File: src/rtl/dct_pkg.sv
package dct_pkg;
  typedef enum logic [1:0] {
    MODE_TIMER  = 2'b00,
    MODE_CMPOUT = 2'b01,
    MODE_PWM    = 2'b10,
    MODE_PULSE  = 2'b11
  } dct_mode_e;

  typedef enum logic [1:0] {
    ACT_KEEP   = 2'b00,
    ACT_LOW    = 2'b01,
    ACT_HIGH   = 2'b10,
    ACT_TOGGLE = 2'b11
  } dct_act_e;
endpackage

File: src/rtl/dct_counter.sv
module dct_counter
  import dct_pkg::*;
#(
  parameter int W = 16
) (
  input  logic         clk,
  input  logic         rst_n,
  input  dct_mode_e    mode,
  input  logic         run,
  input  logic         cnt_en,
  input  logic         trigger,
  input  logic         clr_sel,
  input  logic [W-1:0] cmp_a,
  input  logic [W-1:0] cmp_p,
  input  logic [W-1:0] period,
  output logic [W-1:0] cnt,
  output logic         tick,
  output logic         busy
);
  localparam logic [W-1:0] ONE = W'(1);

  logic         run_q;
  logic         run_rise;
  logic         pulse_mode;
  logic         start;
  logic         at_period;
  logic         a_hit;
  logic         p_hit;
  logic [W-1:0] cnt_inc;
  logic [W-1:0] cnt_nx;

  always_comb begin
    run_rise   = run & ~run_q;
    pulse_mode = (mode == MODE_PULSE);
    start      = pulse_mode & trigger & ~busy;
    tick       = pulse_mode ? (busy & cnt_en) : (run & cnt_en & ~run_rise);
    at_period  = (cnt >= period);
    a_hit      = (cnt == cmp_a);
    p_hit      = (cnt == cmp_p) && (cmp_p != '0);
    cnt_inc    = cnt + ONE;
    case (mode)
      MODE_PWM, MODE_PULSE: cnt_nx = at_period ? '0 : cnt_inc;
      default: begin
        if (clr_sel) cnt_nx = a_hit ? '0 : cnt_inc;
        else         cnt_nx = p_hit ? '0 : cnt_inc;
      end
    endcase
  end

  always_ff @(posedge clk or negedge rst_n) begin
    if (!rst_n) begin
      run_q <= 1'b0;
      cnt   <= '0;
      busy  <= 1'b0;
    end else begin
      run_q <= run;
      if (!pulse_mode && run_rise) cnt <= '0;
      else if (start)              cnt <= '0;
      else if (tick)               cnt <= cnt_nx;
      if (!pulse_mode)             busy <= 1'b0;
      else if (start)              busy <= 1'b1;
      else if (tick && at_period)  busy <= 1'b0;
    end
  end
endmodule

File: src/rtl/dct_match.sv
module dct_match #(
  parameter int W = 16
) (
  input  logic         clk,
  input  logic         rst_n,
  input  logic         tick,
  input  logic [W-1:0] cnt,
  input  logic [W-1:0] cmp_a,
  input  logic [W-1:0] cmp_p,
  output logic         flag_a,
  output logic         flag_p,
  output logic         flag_ovf
);
  localparam logic [W-1:0] CNT_MAX = '1;

  always_ff @(posedge clk or negedge rst_n) begin
    if (!rst_n) begin
      flag_a   <= 1'b0;
      flag_p   <= 1'b0;
      flag_ovf <= 1'b0;
    end else begin
      flag_a   <= tick && (cnt == cmp_a);
      flag_p   <= tick && (cnt == cmp_p);
      flag_ovf <= tick && (cnt == CNT_MAX);
    end
  end
endmodule

File: src/rtl/dct_outgen.sv
module dct_outgen
  import dct_pkg::*;
#(
  parameter int W = 16
) (
  input  logic         clk,
  input  logic         rst_n,
  input  dct_mode_e    mode,
  input  logic         run,
  input  logic         level,
  input  logic         polarity,
  input  dct_act_e     act,
  input  logic         tick,
  input  logic         busy,
  input  logic [W-1:0] cnt,
  input  logic [W-1:0] cmp_a,
  input  logic [W-1:0] duty,
  input  logic [W-1:0] period,
  output logic         pin
);
  logic cmp_q;
  logic pwm_act;
  logic pulse_act;
  logic raw;

  always_ff @(posedge clk or negedge rst_n) begin
    if (!rst_n) begin
      cmp_q <= 1'b0;
    end else if (mode != MODE_CMPOUT || !run) begin
      cmp_q <= level;
    end else if (tick && cnt == cmp_a) begin
      case (act)
        ACT_LOW:    cmp_q <= 1'b0;
        ACT_HIGH:   cmp_q <= 1'b1;
        ACT_TOGGLE: cmp_q <= ~cmp_q;
        default:    cmp_q <= cmp_q;
      endcase
    end
  end

  always_comb begin
    pwm_act   = (duty != '0) && ((cnt < duty) || (duty >= period));
    pulse_act = busy && (cnt < duty);
    case (mode)
      MODE_CMPOUT: raw = cmp_q;
      MODE_PWM:    raw = pwm_act ? level : ~level;
      MODE_PULSE:  raw = pulse_act ? level : ~level;
      default:     raw = 1'b0;
    endcase
    pin = (mode == MODE_TIMER) ? 1'b0 : (raw ^ polarity);
  end
endmodule

File: src/rtl/dual_cmp_timer.sv
module dual_cmp_timer
  import dct_pkg::*;
#(
  parameter int W = 16
) (
  input  logic         clk,
  input  logic         rst_n,
  input  logic [1:0]   mode,
  input  logic         level,
  input  logic         polarity,
  input  logic         swap,
  input  logic         clr_sel,
  input  logic [1:0]   act,
  input  logic [W-1:0] cmp_a,
  input  logic [W-1:0] cmp_p,
  input  logic         run,
  input  logic         cnt_en,
  input  logic         trigger,
  output logic         pin,
  output logic         flag_a,
  output logic         flag_p,
  output logic         flag_ovf
);
  dct_mode_e    mode_e;
  dct_act_e     act_e;
  logic [W-1:0] period;
  logic [W-1:0] duty;
  logic [W-1:0] cnt;
  logic         tick;
  logic         busy;

  assign mode_e = dct_mode_e'(mode);
  assign act_e  = dct_act_e'(act);
  assign period = swap ? cmp_a : cmp_p;
  assign duty   = swap ? cmp_p : cmp_a;

  dct_counter #(.W(W)) u_cnt (
    .clk(clk), .rst_n(rst_n), .mode(mode_e), .run(run), .cnt_en(cnt_en),
    .trigger(trigger), .clr_sel(clr_sel), .cmp_a(cmp_a), .cmp_p(cmp_p),
    .period(period), .cnt(cnt), .tick(tick), .busy(busy)
  );

  dct_match #(.W(W)) u_match (
    .clk(clk), .rst_n(rst_n), .tick(tick), .cnt(cnt), .cmp_a(cmp_a),
    .cmp_p(cmp_p), .flag_a(flag_a), .flag_p(flag_p), .flag_ovf(flag_ovf)
  );

  dct_outgen #(.W(W)) u_out (
    .clk(clk), .rst_n(rst_n), .mode(mode_e), .run(run), .level(level),
    .polarity(polarity), .act(act_e), .tick(tick), .busy(busy), .cnt(cnt),
    .cmp_a(cmp_a), .duty(duty), .period(period), .pin(pin)
  );
endmodule

File: config.mk
export PLATFORM = sky130hd
export DESIGN_NAME = dual_cmp_timer
export DESIGN_NICKNAME = d
export VERILOG_FILES = /design/src/rtl/dct_pkg.sv /design/src/rtl/dct_counter.sv /design/src/rtl/dct_match.sv /design/src/rtl/dct_outgen.sv /design/src/rtl/dual_cmp_timer.sv
export SDC_FILE = /design/constraint.sdc
export NUM_CORES = 1
export LEC_CHECK = 0
export BUFFER_PORTS_ARGS = -buffer_cell sky130_fd_sc_hd__buf_2
export CAP_MARGIN = 15
export CORE_MARGIN = 4
export CORE_UTILIZATION = 55
export CTS_CLUSTER_DIAMETER = 80
export DETAILED_ROUTE_END_ITERATION = 8
export GPL_ROUTABILITY_DRIVEN = 1
export PLACE_DENSITY = 0.85
export SYNTH_ARGS = -nofsm -noshare
export SYNTH_HDL_FRONTEND = slang
export SYNTH_HIERARCHICAL = 1
export SYNTH_SLANG_ARGS = --single-unit
File: constraint.sdc
create_clock -name clk -period 7 [get_ports clk]
set_input_delay 0.7 -clock clk [delete_from_list [all_inputs] [get_ports clk]]
set_output_delay 0.7 -clock clk [all_outputs]
set_load 0.01 [all_outputs]
==> results.yml <==
route:
  drt_first_pass_iters: 5
  drt_iter0_drc: 313
  dr.max_layer_used: "met4"
  drc: 0
  route.layer.met1.wl_um: 4850
  wl_met3_um: 740
  routed_via_density: 6.25
  met2_length_um: 5430
  vias: 3760
  routedWlPerCell_um: 19.0
  antenna_left: 0
  finalWirelength_um: 11400
floorplanning:
  initial_utilization_pct: 56.8
  ios: 49
  die_width_um: 94.6
  die_height_um: 94.6
  num_rows: 31
  coreArea_mm2: 0.00725
  fp.dieArea_mm2: 0.00895
critical_path:
  cpPeakStageDelay_ps: 730
  crit_required_ps: 6300
  start_kind: "input pin"
  critPathTopFamily: "compound AO/OA/AOI/OAI gates"
  cp_max_fo: 32
  crit_type: "in2out"
  cp_common_cell: "buf_2"
  slowest_stage: "buf_2"
  end_kind: "output port"
  setup.worst_path.start: "swap"
  critPathArrivalTime_ps: 4020
  critPathBufInv: 3
  crit_chain: "buf_2, mux2_4, inv_1, ha_1, a2111o_1, a221o_1, a2111oi_2, xor2_1, mux2_1, nand3_1, buf_2"
  r2r_start: "u_cnt/cnt[15]"
global_routing:
  first_global_vias: 3693
  grt_pass1_wl_um: 18300
  grt_max_degree: 33
  grt_use_total_pct: 26.0
  grt_antenna_before_repair: 0
  grt_overflow_total: 0
timing:
  fin_ws_ps: 2280
  worst_pin_slew_ps: 977
  finalCritPeriodShare_pct: 67.4
  hold_ws_ps: 397
  fmax_ghz: 0.212
  rsz0062_at_grt: "false"
  hold_viol_final: 0
  relSlewSlack_pct: 34.9
  report.final.slew_viol_count: 0
  fin_worst_skew_ps: 2.90
  setup_viol: 0
  layout_min_cycle_time_ps: 4720
  setup_tns_ps: 0
finish:
  nNetsFinal: 599
  stdcell_area_mm2: 0.00439
  final_common_cell: "xnor2_1"
  n_antenna_cell: 0
  areaGrowthSynthToFinish_pct: 6.40
  finish.utilization_pct: 60.5
  finalNonFillerCells: 602
  drive_gt1_share_pct: 20.3
  final_cell_mix: "xnor2_1, inv_1, ha_1"
clock_network:
  cts_resized: 0
  cts_tree: "done"
  cts_inserted_buffers: 3
  clkTransAtPathRegs_ps: 80
  cts.sinks: 22
  clkLatencyLatePin_ps: 260
  h-tree-depth: 1
  cts.hold.buffers_added: 0
  postCtsSetupBuffers: 0
  cts_root_buf: "clkbuf_8"
  cts_max_path_buffers: 2
synthesis:
  synth-edff-count: 0
  synth_seq_cells: 22
  yosysSeqAreaShare_pct: 13.4
  synth_warnings: 6
  synth_ff_type: "dfrtp_1"
  synthArstFlopShare_pct: 100
  syn_inst: 464
  syn-num-nets: 559
  ys_types: 60
  syn_avg_cell_area_um2: 8.89
  mappedNetlistArea_mm2: 0.00412
place:
  dp_hpwl_um: 8900
  preCtsSetupSlack_ps: 2320
  gp_congestion: 0.936
  dp.cells: 598
  port_buffers: 48
  dpl-instance-area_mm2: 0.00433
pwr:
  power_mw: 0.440
  power.static_leakage_nw: 2.06
  power_density_mw_per_mm2: 100
  ir_drop_uv: 127
flow_run:
  max_cap_violations: 0
run_status:
  status: "complete, no violations"
worst_hold_path:
  hp-class: "in2async"
-- cells by family after synthesis --
group,after synthesis,share of synthesized area [%]
xor gates and xnor gates,89,18.9
muxes,37,13.0
and+or+nand+nor,134,19.1
adders and majority gates,50,15.2
DFF,22,13.4
buffers and inverters,69,8.95
AOI/OAI and AO/OA,63,11.5
-- layer usage --
metal,global-route usage (%),up-vias
li1,-,1755
met1,33.7,1782
met2,43.9,186
met3,2.87,37
met4,10.8,0
met5,0,-
-- registers in the layout, indices dropped and copies added (netlist names) --
register          count
u_out/cmp_q           1
u_cnt/busy            1
u_match/flag_a        1
u_match/flag_ovf      1
u_cnt/run_q           1
u_match/flag_p        1
u_cnt/cnt            16
-- Yosys cell counts (all sizes together) (2+ instances only) --
library cell / n / area [um^2]
o31ai: 3 / 36.3
xor2: 26 / 228
a2111oi: 2 / 42.5
dfrtp: 22 / 551
o21ai: 6 / 30.0
inv: 55 / 206
buf: 11 / 130
ha: 50 / 626
mux2: 34 / 495
clkbuf: 3 / 32.5
nor4: 18 / 131
nor4b: 2 / 23.8
and4: 3 / 26.3
nor3: 11 / 55.1
nand4: 27 / 169
o211ai: 3 / 22.5
o21a: 5 / 37.5
a211oi: 2 / 15.0
a21oi: 15 / 86.3
nand2: 19 / 71.3
nor2: 13 / 48.8
mux2i: 3 / 42.5
nand2b: 6 / 45.0
nand3b: 4 / 30.0
and3: 6 / 41.3
a31oi: 13 / 81.3
a21o: 3 / 23.8
a211o: 2 / 17.5
xnor2: 63 / 552
nor2b: 2 / 12.5
nand3: 19 / 95.1
-- final timing paths --
check / end / slack (ps) / cells past startpoint
setup / recovery: pin / 2280 / 11
hold / removal: u_cnt/cnt[9] / 400 / 1
setup reg to reg: u_cnt/cnt[8] / 4080 / 7
hold reg to reg: u_cnt/busy / 580 / 2
max in group asynchronous: u_cnt/cnt[4] / 6250 / 1
min in group clk: u_cnt/busy / 580 / 2
-- where the power goes --
part           switching [mW]  leakage (nW)  internal, mW  total [mW]
Clock                  0.0415        0.0288        0.0502      0.0917
Sequential             0.0141         0.301         0.130       0.145
Combinational           0.106          1.73        0.0977       0.204
Total                   0.162          2.06         0.278       0.440
-- layout make-up --
| cell class | instances | area [um^2] |
|---|---|---|
| Multi-Input combinational cell | 373 | 3200 |
| Fill cell | 627 | 2870 |
| Inverter | 55 | 206 |
| Tap cell | 99 | 124 |
| Timing Repair Buffer | 49 | 248 |
| Sequential cell | 22 | 551 |
| Clock buffer | 4 | 55.1 |
-- worst register-to-register path, delay by kind of cell, from the launching register on --
kind / cells / cell delay, ps
adders and majority gates: 1 / 450
DFF: 1 / 620
AOI/OAI and AO/OA: 2 / 520
and+or+nand+nor: 4 / 1200
Power figures use the tool's default switching activity.
